## src/rtl/svpwm_pkg.sv

```systemverilog
package svpwm_pkg;

   typedef enum logic [1:0] {
      CLAMP_MID_P = 2'd0,
      CLAMP_EDGE_N = 2'd1,
      CLAMP_EDGE_P = 2'd2,
      CLAMP_MID_N = 2'd3
   } clamp_type_e;

   localparam int NSEG = 4;

   // Pole pattern R,Y,B for a space-vector state number
   function automatic logic [2:0] state_poles(input logic [2:0] st);
      logic [2:0] p;
      unique case (st)
         3'd1: p = 3'b100;
         3'd2: p = 3'b110;
         3'd3: p = 3'b010;
         3'd4: p = 3'b011;
         3'd5: p = 3'b001;
         3'd6: p = 3'b101;
         3'd7: p = 3'b111;
         default: p = 3'b000;
      endcase
      return p;
   endfunction

endpackage

```

## src/rtl/svpwm_zero_sel.sv

```systemverilog
module svpwm_zero_sel #(
   parameter bit MID_SECTOR_EN = 1'b1
) (
   input  logic [2:0] sector_i,
   input  logic       half_i,
   input  logic [1:0] ctype_i,
   output logic       use7_o
);
   import svpwm_pkg::*;

   logic odd_sec;
   assign odd_sec = sector_i[0];

   generate
      if (MID_SECTOR_EN) begin : g_mid
         always_comb begin
            unique case (ctype_i)
               CLAMP_MID_P:  use7_o = odd_sec ^ half_i;
               CLAMP_MID_N:  use7_o = ~(odd_sec ^ half_i);
               CLAMP_EDGE_P: use7_o = odd_sec;
               default:      use7_o = ~odd_sec;
            endcase
         end
      end else begin : g_edge_only
         always_comb begin
            unique case (ctype_i)
               CLAMP_MID_P, CLAMP_EDGE_P: use7_o = odd_sec;
               default:                   use7_o = ~odd_sec;
            endcase
         end
      end
   endgenerate

endmodule

```

## src/rtl/svpwm_seg_build.sv

```systemverilog
module svpwm_seg_build #(
   parameter int TW = 12
) (
   input  logic [2:0]             sector_i,
   input  logic                   dir_rev_i,
   input  logic                   conv_i,
   input  logic                   use7_i,
   input  logic [TW-1:0]          t1_i,
   input  logic [TW-1:0]          t2_i,
   input  logic [TW-1:0]          tz_i,
   output logic [3:0][2:0]        seg_st_o,
   output logic [3:0][TW-1:0]     seg_dw_o
);

   logic [2:0]    sec_n;
   logic [2:0]    sec_next;
   logic [2:0]    lo_st;
   logic [2:0]    hi_st;
   logic [TW-1:0] lo_dw;
   logic [TW-1:0] hi_dw;
   logic [TW-1:0] z0_dw;
   logic [TW-1:0] z7_dw;

   // Out-of-range sector codes fall back to sector 1
   assign sec_n    = (sector_i == 3'd0 || sector_i == 3'd7) ? 3'd1 : sector_i;
   assign sec_next = (sec_n == 3'd6) ? 3'd1 : sec_n + 3'd1;

   // Odd state numbers have a single positive pole and sit next to state 0
   always_comb begin
      if (sec_n[0]) begin
         lo_st = sec_n;    lo_dw = t1_i;
         hi_st = sec_next; hi_dw = t2_i;
      end else begin
         hi_st = sec_n;    hi_dw = t1_i;
         lo_st = sec_next; lo_dw = t2_i;
      end
   end

   assign z0_dw = tz_i >> 1;
   assign z7_dw = tz_i - z0_dw;

   always_comb begin
      seg_st_o = '0;
      seg_dw_o = '0;
      if (conv_i) begin
         if (!dir_rev_i) begin
            seg_st_o = {3'd7, hi_st, lo_st, 3'd0};
            seg_dw_o = {z7_dw, hi_dw, lo_dw, z0_dw};
         end else begin
            seg_st_o = {3'd0, lo_st, hi_st, 3'd7};
            seg_dw_o = {z0_dw, lo_dw, hi_dw, z7_dw};
         end
      end else if (use7_i) begin
         if (!dir_rev_i) begin
            seg_st_o = {3'd7, 3'd7, hi_st, lo_st};
            seg_dw_o = {{TW{1'b0}}, tz_i, hi_dw, lo_dw};
         end else begin
            seg_st_o = {lo_st, lo_st, hi_st, 3'd7};
            seg_dw_o = {{TW{1'b0}}, lo_dw, hi_dw, tz_i};
         end
      end else begin
         if (!dir_rev_i) begin
            seg_st_o = {hi_st, hi_st, lo_st, 3'd0};
            seg_dw_o = {{TW{1'b0}}, hi_dw, lo_dw, tz_i};
         end else begin
            seg_st_o = {3'd0, 3'd0, lo_st, hi_st};
            seg_dw_o = {{TW{1'b0}}, tz_i, lo_dw, hi_dw};
         end
      end
   end

endmodule

```

## src/rtl/svpwm_seg_timer.sv

```systemverilog
module svpwm_seg_timer #(
   parameter int TW = 12,
   parameter int NSEG = 4
) (
   input  logic                    clk,
   input  logic                    rst_n,
   input  logic                    load_i,
   input  logic [NSEG-1:0][2:0]    seg_st_i,
   input  logic [NSEG-1:0][TW-1:0] seg_dw_i,
   output logic [2:0]              cur_st_o,
   output logic                    busy_o,
   output logic                    last_o
);
   localparam int CW = TW + $clog2(NSEG) + 1;

   logic [NSEG-1:0][2:0]    st_q;
   logic [NSEG-1:0][CW-1:0] bnd_q;
   logic [NSEG-1:0][CW-1:0] bnd_d;
   logic [CW-1:0]           cnt_q;
   logic                    busy_q;
   logic [CW:0]             cnt_nxt;

   // Running end-of-segment boundaries
   always_comb begin
      logic [CW-1:0] acc;
      acc = '0;
      for (int i = 0; i < NSEG; i++) begin
         acc      = acc + CW'(seg_dw_i[i]);
         bnd_d[i] = acc;
      end
   end

   always_ff @(posedge clk or negedge rst_n) begin
      if (!rst_n) begin
         st_q   <= '0;
         bnd_q  <= '0;
         cnt_q  <= '0;
         busy_q <= 1'b0;
      end else if (load_i) begin
         st_q   <= seg_st_i;
         bnd_q  <= bnd_d;
         cnt_q  <= '0;
         busy_q <= 1'b1;
      end else if (busy_q) begin
         if (last_o) busy_q <= 1'b0;
         else        cnt_q  <= cnt_q + 1'b1;
      end
   end

   assign cnt_nxt = {1'b0, cnt_q} + 1'b1;
   assign last_o  = busy_q && (cnt_nxt >= {1'b0, bnd_q[NSEG-1]});
   assign busy_o  = busy_q;

   // First segment whose boundary lies beyond the count
   always_comb begin
      cur_st_o = st_q[NSEG-1];
      for (int i = NSEG - 2; i >= 0; i--) begin
         if (cnt_q < bnd_q[i]) cur_st_o = st_q[i];
      end
   end

   AST_END_RELEASES: assert property (@(posedge clk) disable iff (!rst_n)
      last_o && !load_i |=> !busy_q);
   AST_CNT_IN_WINDOW: assert property (@(posedge clk) disable iff (!rst_n)
      busy_q && bnd_q[NSEG-1] != '0 |-> cnt_q < bnd_q[NSEG-1]);
   AST_IDLE_HOLD: assert property (@(posedge clk) disable iff (!rst_n)
      !busy_q && !load_i |=> $stable(cur_st_o) && !last_o);

endmodule

```

## src/rtl/svpwm_clamp_seq.sv

```systemverilog
module svpwm_clamp_seq #(
   parameter int TW = 12,
   parameter bit MID_SECTOR_EN = 1'b1
) (
   input  logic          clk,
   input  logic          rst_n,
   input  logic          start_i,
   input  logic [2:0]    sector_i,
   input  logic          half_i,
   input  logic [TW-1:0] t1_i,
   input  logic [TW-1:0] t2_i,
   input  logic [TW-1:0] tz_i,
   input  logic [1:0]    clamp_type_i,
   input  logic          conv_mode_i,
   output logic          pole_r_o,
   output logic          pole_y_o,
   output logic          pole_b_o,
   output logic          done_o
);
   import svpwm_pkg::*;

   generate
      if (TW < 2 || TW > 24) begin : g_bad_tw
         $error("svpwm_clamp_seq: TW out of supported range");
      end
   endgenerate

   logic                 busy;
   logic                 last;
   logic                 accept;
   logic                 dir_q;
   logic                 use7;
   logic                 use7_q;
   logic                 conv_q;
   logic [NSEG-1:0][2:0]    seg_st;
   logic [NSEG-1:0][TW-1:0] seg_dw;
   logic [2:0]           cur_st;

   assign accept = start_i && (!busy || last);

   svpwm_zero_sel #(.MID_SECTOR_EN(MID_SECTOR_EN)) u_zsel (
      .sector_i (sector_i),
      .half_i   (half_i),
      .ctype_i  (clamp_type_i),
      .use7_o   (use7)
   );

   svpwm_seg_build #(.TW(TW)) u_build (
      .sector_i  (sector_i),
      .dir_rev_i (dir_q),
      .conv_i    (conv_mode_i),
      .use7_i    (use7),
      .t1_i      (t1_i),
      .t2_i      (t2_i),
      .tz_i      (tz_i),
      .seg_st_o  (seg_st),
      .seg_dw_o  (seg_dw)
   );

   svpwm_seg_timer #(.TW(TW), .NSEG(NSEG)) u_tmr (
      .clk      (clk),
      .rst_n    (rst_n),
      .load_i   (accept),
      .seg_st_i (seg_st),
      .seg_dw_i (seg_dw),
      .cur_st_o (cur_st),
      .busy_o   (busy),
      .last_o   (last)
   );

   always_ff @(posedge clk or negedge rst_n) begin
      if (!rst_n) begin
         dir_q  <= 1'b0;
         use7_q <= 1'b0;
         conv_q <= 1'b0;
      end else if (accept) begin
         dir_q  <= ~dir_q;
         use7_q <= use7;
         conv_q <= conv_mode_i;
      end
   end

   assign {pole_r_o, pole_y_o, pole_b_o} = state_poles(cur_st);
   assign done_o = last;

   AST_UNUSED_ZERO_ABSENT: assert property (@(posedge clk) disable iff (!rst_n)
      busy && !conv_q |-> cur_st != (use7_q ? 3'd0 : 3'd7));
   AST_MIDRUN_START_IGNORED: assert property (@(posedge clk) disable iff (!rst_n)
      start_i && busy && !last |=> $stable(dir_q));
   AST_DONE_SINGLE: assert property (@(posedge clk) disable iff (!rst_n)
      done_o && !start_i |=> !done_o);

endmodule

```

## config.mk

```make
export PLATFORM = sky130hd
export DESIGN_NAME = svpwm_clamp_seq
export DESIGN_NICKNAME = d
export VERILOG_FILES = /design/src/rtl/svpwm_pkg.sv /design/src/rtl/svpwm_zero_sel.sv /design/src/rtl/svpwm_seg_build.sv /design/src/rtl/svpwm_seg_timer.sv /design/src/rtl/svpwm_clamp_seq.sv
export SDC_FILE = /design/constraint.sdc
export NUM_CORES = 1
export LEC_CHECK = 0
export BUFFER_PORTS_ARGS = -buffer_cell sky130_fd_sc_hd__buf_2
export CORE_MARGIN = 10
export CORE_UTILIZATION = 40
export CTS_BUF_LIST = sky130_fd_sc_hd__clkbuf_8
export CTS_CLUSTER_SIZE = 40
export DETAILED_ROUTE_END_ITERATION = 8
export PLACE_DENSITY = 0.59
export SLEW_MARGIN = 20
export SYNTH_ARGS = -nofsm -noshare
export SYNTH_HDL_FRONTEND = slang
export SYNTH_HIERARCHICAL = 1
export SYNTH_SLANG_ARGS = --single-unit
export TNS_END_PERCENT = 100
```

## constraint.sdc

```tcl
create_clock -name clk -period 15 [get_ports clk]
set_input_delay 3 -clock clk [delete_from_list [all_inputs] [get_ports clk]]
set_output_delay 3 -clock clk [all_outputs]
set_load 0.03 [all_outputs]
```

* Yosys cells after proc, flatten, opt, wreduce, memory -nomap -nowiden *
Cells that the tools add are included.

storage, ports and cells
  bits of input ports = 46
  output and inout port bits = 4
  register bits after elaboration = 86
  word-level logic and storage cells = 74

cells by class
  $add $sub $neg = 7
  bitwise gates (word level) = 4
  $lt $le $gt $ge = 4
  reduce and logical (&&, ||, !) cells = 9
  eq/ne operators = 12
  muxes and demuxes = 27

operators with widths
  operator               count
  $mux 48                3
  $mux 12                7
  $mux 36                2
  $mux 15                3
  $add 15x12->15         2
  $lt 15x15->1           2
  $mux 3                 7
  $pmux 3 s7             1
  $eq 3x3->1 const B     6
  $add 15x1->16 const B  1
  $ge 16x15->1           1
  $add 15x1->15 const B  1
  $lt 15x12->1           1
  $add 12x12->13         1
  $sub 12x11->12         1
  $eq 3x2->1 const B     2
  $eq 2x2->1 const B     2
  $add 3x1->3 const B    1
  $eq 3x1->1 const B     1
  $logic_not 3->1        1
  $mux 1                 3
  $not 1->1              3
  $pmux 1 s3             1
  $logic_and 1x1->1      2
  7 further kinds        8

* Logic depth before layout (Yosys ltp) *
  depth in word-level cells = 10
  gate-level depth with buffers = 31
  gate-level depth less buffers = 30

* Modules after synthesis *
Netlist, hierarchy kept.

modules (own cells, without submodules)
  module           area each (µm²)  cells an instance  times used  sequential area each (µm²)
  svpwm_seg_timer  6288.5           689                1           2052.0
  svpwm_seg_build  2501.1           383                1           0.0
  svpwm_clamp_seq  90.1             9                  1           25.0
  svpwm_zero_sel   17.5             3                  1           0.0

* Least setup slack after synthesis *
No wires, ideal clock.

  kind = input to register
  start point = input port tz_i[0]
  end point = register u_tmr/bnd_q[58] (netlist bit)
  arrival = 7.847 ns
  stages = 26
  setup slack = 7.026 ns
  required time = 14.873 ns
  path buffers = 0
  setup time = 0.127 ns
  cell sequence = inv_1 ha_1 inv_1 fa_1 a211oi_1 o21bai_1 a21oi_1 xor2_1 a221oi_1 ha_1 or4_1 o21ai_1 nor2_1 a21o_1 a21oi_1 xnor2_1 ha_1 and3_1 a31o_2 xor2_1 ha_1 or4_1 a31oi_1 nor2_1 a41oi_1 o21ai_1

RTL lines
  element               RTL line               source
  start, declared       svpwm_clamp_seq.sv:12  input logic [TW-1:0] tz_i,
  end signal, assigned  svpwm_seg_timer.sv:41  bnd_q <= bnd_d;
  end, declared         svpwm_seg_timer.sv:17  logic [NSEG-1:0][CW-1:0] bnd_q;

==> impl_metrics.json <==
{
  "grt_max_degree": 95,
  "drt_pass1_iterations": 7,
  "ys_ff_latch": 83,
  "rsz0062_at_grt": "no",
  "layout_common_cells": "a21oi_1, ha_1, nand2_1, inv_1, dfrtp_1",
  "gp_congestion": 0.948,
  "fin_worst_skew_ns": 0.00939,
  "drive_above_1_share_pct": 11.8,
  "io_buffers": 49,
  "num_vias": 7928,
  "cp-start-kind": "input pin",
  "grt_pass1_vias": 7542,
  "netlist_instances": 1084,
  "pre_cts_slack_ns": 5.48,
  "post_cts_resized": 0,
  "drt-initial-drc-count": 537,
  "rr_startpoint": "dir_q",
  "fin_ws_ns": 5.68,
  "synth_top_cells_by_area": "dfrtp_1, ha_1, a21oi_1",
  "worst_pin_slew_ns": 1.05,
  "grt_overflow": 0,
  "period_needed_ns": 9.32,
  "viasPerCell": 5.72,
  "post-cts-setup-buffer-count": 0,
  "dieHeight_microns": 169,
  "hpwl_microns": 19300,
  "coreArea_sq_mm": 0.0218,
  "synth_top_flop_cell": "dfrtp_1",
  "yosysWarnings": 6,
  "fp-row-count": 54,
  "routedWlPerCell_microns": 18.1,
  "finalHoldViolations": 0,
  "start_util_pct": 40.8,
  "detail-route-antenna-nets": 0,
  "cts_buffers": 9,
  "worst-r2r-cell-count": 25,
  "drt_wl_total_microns": 25100,
  "min_period_over_period_pct": 62.1,
  "clkTransAtPathRegs_ns": 0.09,
  "cts_hold_buf": 0,
  "final_core_util_pct": 43.8,
  "crit_fanout": 38,
  "ys_types": 91,
  "synth_top_area_share_pct": 23.3,
  "root_buffer": "clkbuf_8",
  "syn_to_final_growth_pct": 7.51,
  "n_antenna_cell": 0,
  "die-area_sq_mm": 0.0286,
  "ioPinCount": 50,
  "relSlewSlack_pct": 29.2,
  "startpoint": "half_i",
  "globalRouteTotalUtil_pct": 17.3,
  "clk_latency_ns": 0.38,
  "htreeDepth": 3,
  "cts.path.max_buffers": 2,
  "clkSinkCount": 83,
  "ys_async_sr_fraction_pct": 100,
  "antenna_found_initial": 0,
  "setup_viol": 0,
  "crit_end": "u_tmr/bnd_q[58]",
  "path_class": "input pin to flip-flop",
  "synth_seq_area_share_pct": 23.3,
  "regArea_sq_mm": 0.00208,
  "drc_errors": 0,
  "endpoint_kind": "flip-flop",
  "synth-edff-count": 0,
  "cp_data_arrival_time_ns": 9.59,
  "yosysTopAreaCell": "dfrtp_1",
  "timing.rr.end": "u_tmr/bnd_q[58]",
  "status": "completed",
  "nets": 1252,
  "maxSlewViolCount": 0,
  "max_freq_mhz": 107,
  "multiInputGateArea_sq_mm": 0.00624,
  "setup_tns_ns": 0,
  "synth.avg_cell_area_sq_um": 8.21,
  "grt_first_pass_wirelength_microns": 40700,
  "die_w_microns": 169,
  "hold_path_class": "flip-flop to flip-flop",
  "synth_nets": 1235,
  "cp.required_ns": 15.26,
  "fillerInstances": 2217,
  "final_common_cell": "a21oi_1",
  "reg2reg_slack_ns": 8.37,
  "cts_tree": "built",
  "syn_area_sq_mm": 0.00890,
  "max_cap_violations": 0
}
-- cell families after synthesis --
kind of cell	after synthesis	synth area share, %
flops	83	23.3
compound gates	368	27.2
xor+xnor	51	5.10
fa+ha+maj	105	15.1
mux	71	8.62
buf+inv	142	6.60
simple gates	264	14.0
-- metal layers --
layer | share of wire (%) | global-route usage [%]
met5 | 0 | 0
met1 | 49 | 24.0
met4 | 2.1 | 4.99
met3 | 4.2 | 2.87
met2 | 45 | 27.2
-- worst max-delay path, stage by stage --
cell      delay (ns)
buf_2           0.10
o21ai_1         0.20
xnor2_2         0.13
buf_4           0.39
nor2b_2         0.48
nor2_2          0.14
inv_2           0.34
xnor2_1         0.24
mux2_1          0.36
ha_1            0.21
fa_1            0.43
a211oi_1        0.34
o21ai_0         0.16
a21oi_1         0.28
o21ai_0         0.18
xnor2_1         0.24
ha_1            0.33
a21oi_1         0.16
o21ai_0         0.15
a31o_2          0.25
xor2_1          0.17
ha_1            0.24
or4_1           0.44
a31oi_1         0.21
nor2_1          0.08
nand2_1         0.07
xnor2_1         0.12
o21ai_1         0.09
-- cell type report --
type	count	area share, %
flip-flops and latches	83	21.7
inverters	92	3.64
clock inverters	7	1.29
clock buffers	9	1.29
well taps	280	3.66
repair buffers	56	3.14
multi-input cells	859	65.2
-- stage by stage --
| stage | cell area (sq um) | std cells | hold WS [ns] |
|---|---|---|---|
| 2_1_floorplan | 8900 | 1084 | 0.436 |
| 3_3_place_gp | 9320 | 1370 | 0.469 |
| 3_5_place_dp | 9320 | 1370 | 0.485 |
| 4_1_cts | 9570 | 1386 | 0.505 |
| 5_1_grt | 9570 | 1386 | 0.536 |
| 6_report | 9570 | 1386 | 0.505 |
-- registers in the layout (all words and copies together), names as in the netlist --
name,flops
u_tmr/busy_o,1
dir_q,1
u_tmr/bnd_q,54
u_tmr/st_q,12
u_tmr/cnt_q,15
-- cells in the mapped netlist (8+ instances only) --
cell type    n
a21oi_1    103
ha_1       101
nand2_1     93
inv_1       87
dfrtp_1     83
o21ai_0     78
nor2_1      68
mux2i_1     41
xnor2_1     34
clkbuf_1    29
a211oi_1    28
mux2_2      25
a21o_1      20
o31ai_1     20
nor3_1      16
xor2_1      16
nand3_1     15
or3_1       14
o21a_1      12
a22oi_1     11
o21ai_1     11
nand2b_1    10
o22ai_1     10
buf_1        8
-- worst min path at each step --
stage / startpoint / to / slack, ns / cells after the start
3_5_place_dp: u_tmr/bnd_q[55] / u_tmr/bnd_q[55] / 0.48 / 2
5_1_grt: u_tmr/bnd_q[55] / u_tmr/bnd_q[55] / 0.54 / 2
4_1_cts: u_tmr/bnd_q[55] / u_tmr/bnd_q[55] / 0.51 / 2
2_1_floorplan: dir_q / dir_q / 0.44 / 1
3_3_place_gp: u_tmr/bnd_q[55] / u_tmr/bnd_q[55] / 0.47 / 2
6_report: u_tmr/bnd_q[55] / u_tmr/bnd_q[55] / 0.50 / 2
Power is left out: the tool's default activity adds up to more than one toggle a clock period on the data nets, which glitch-free logic cannot reach.
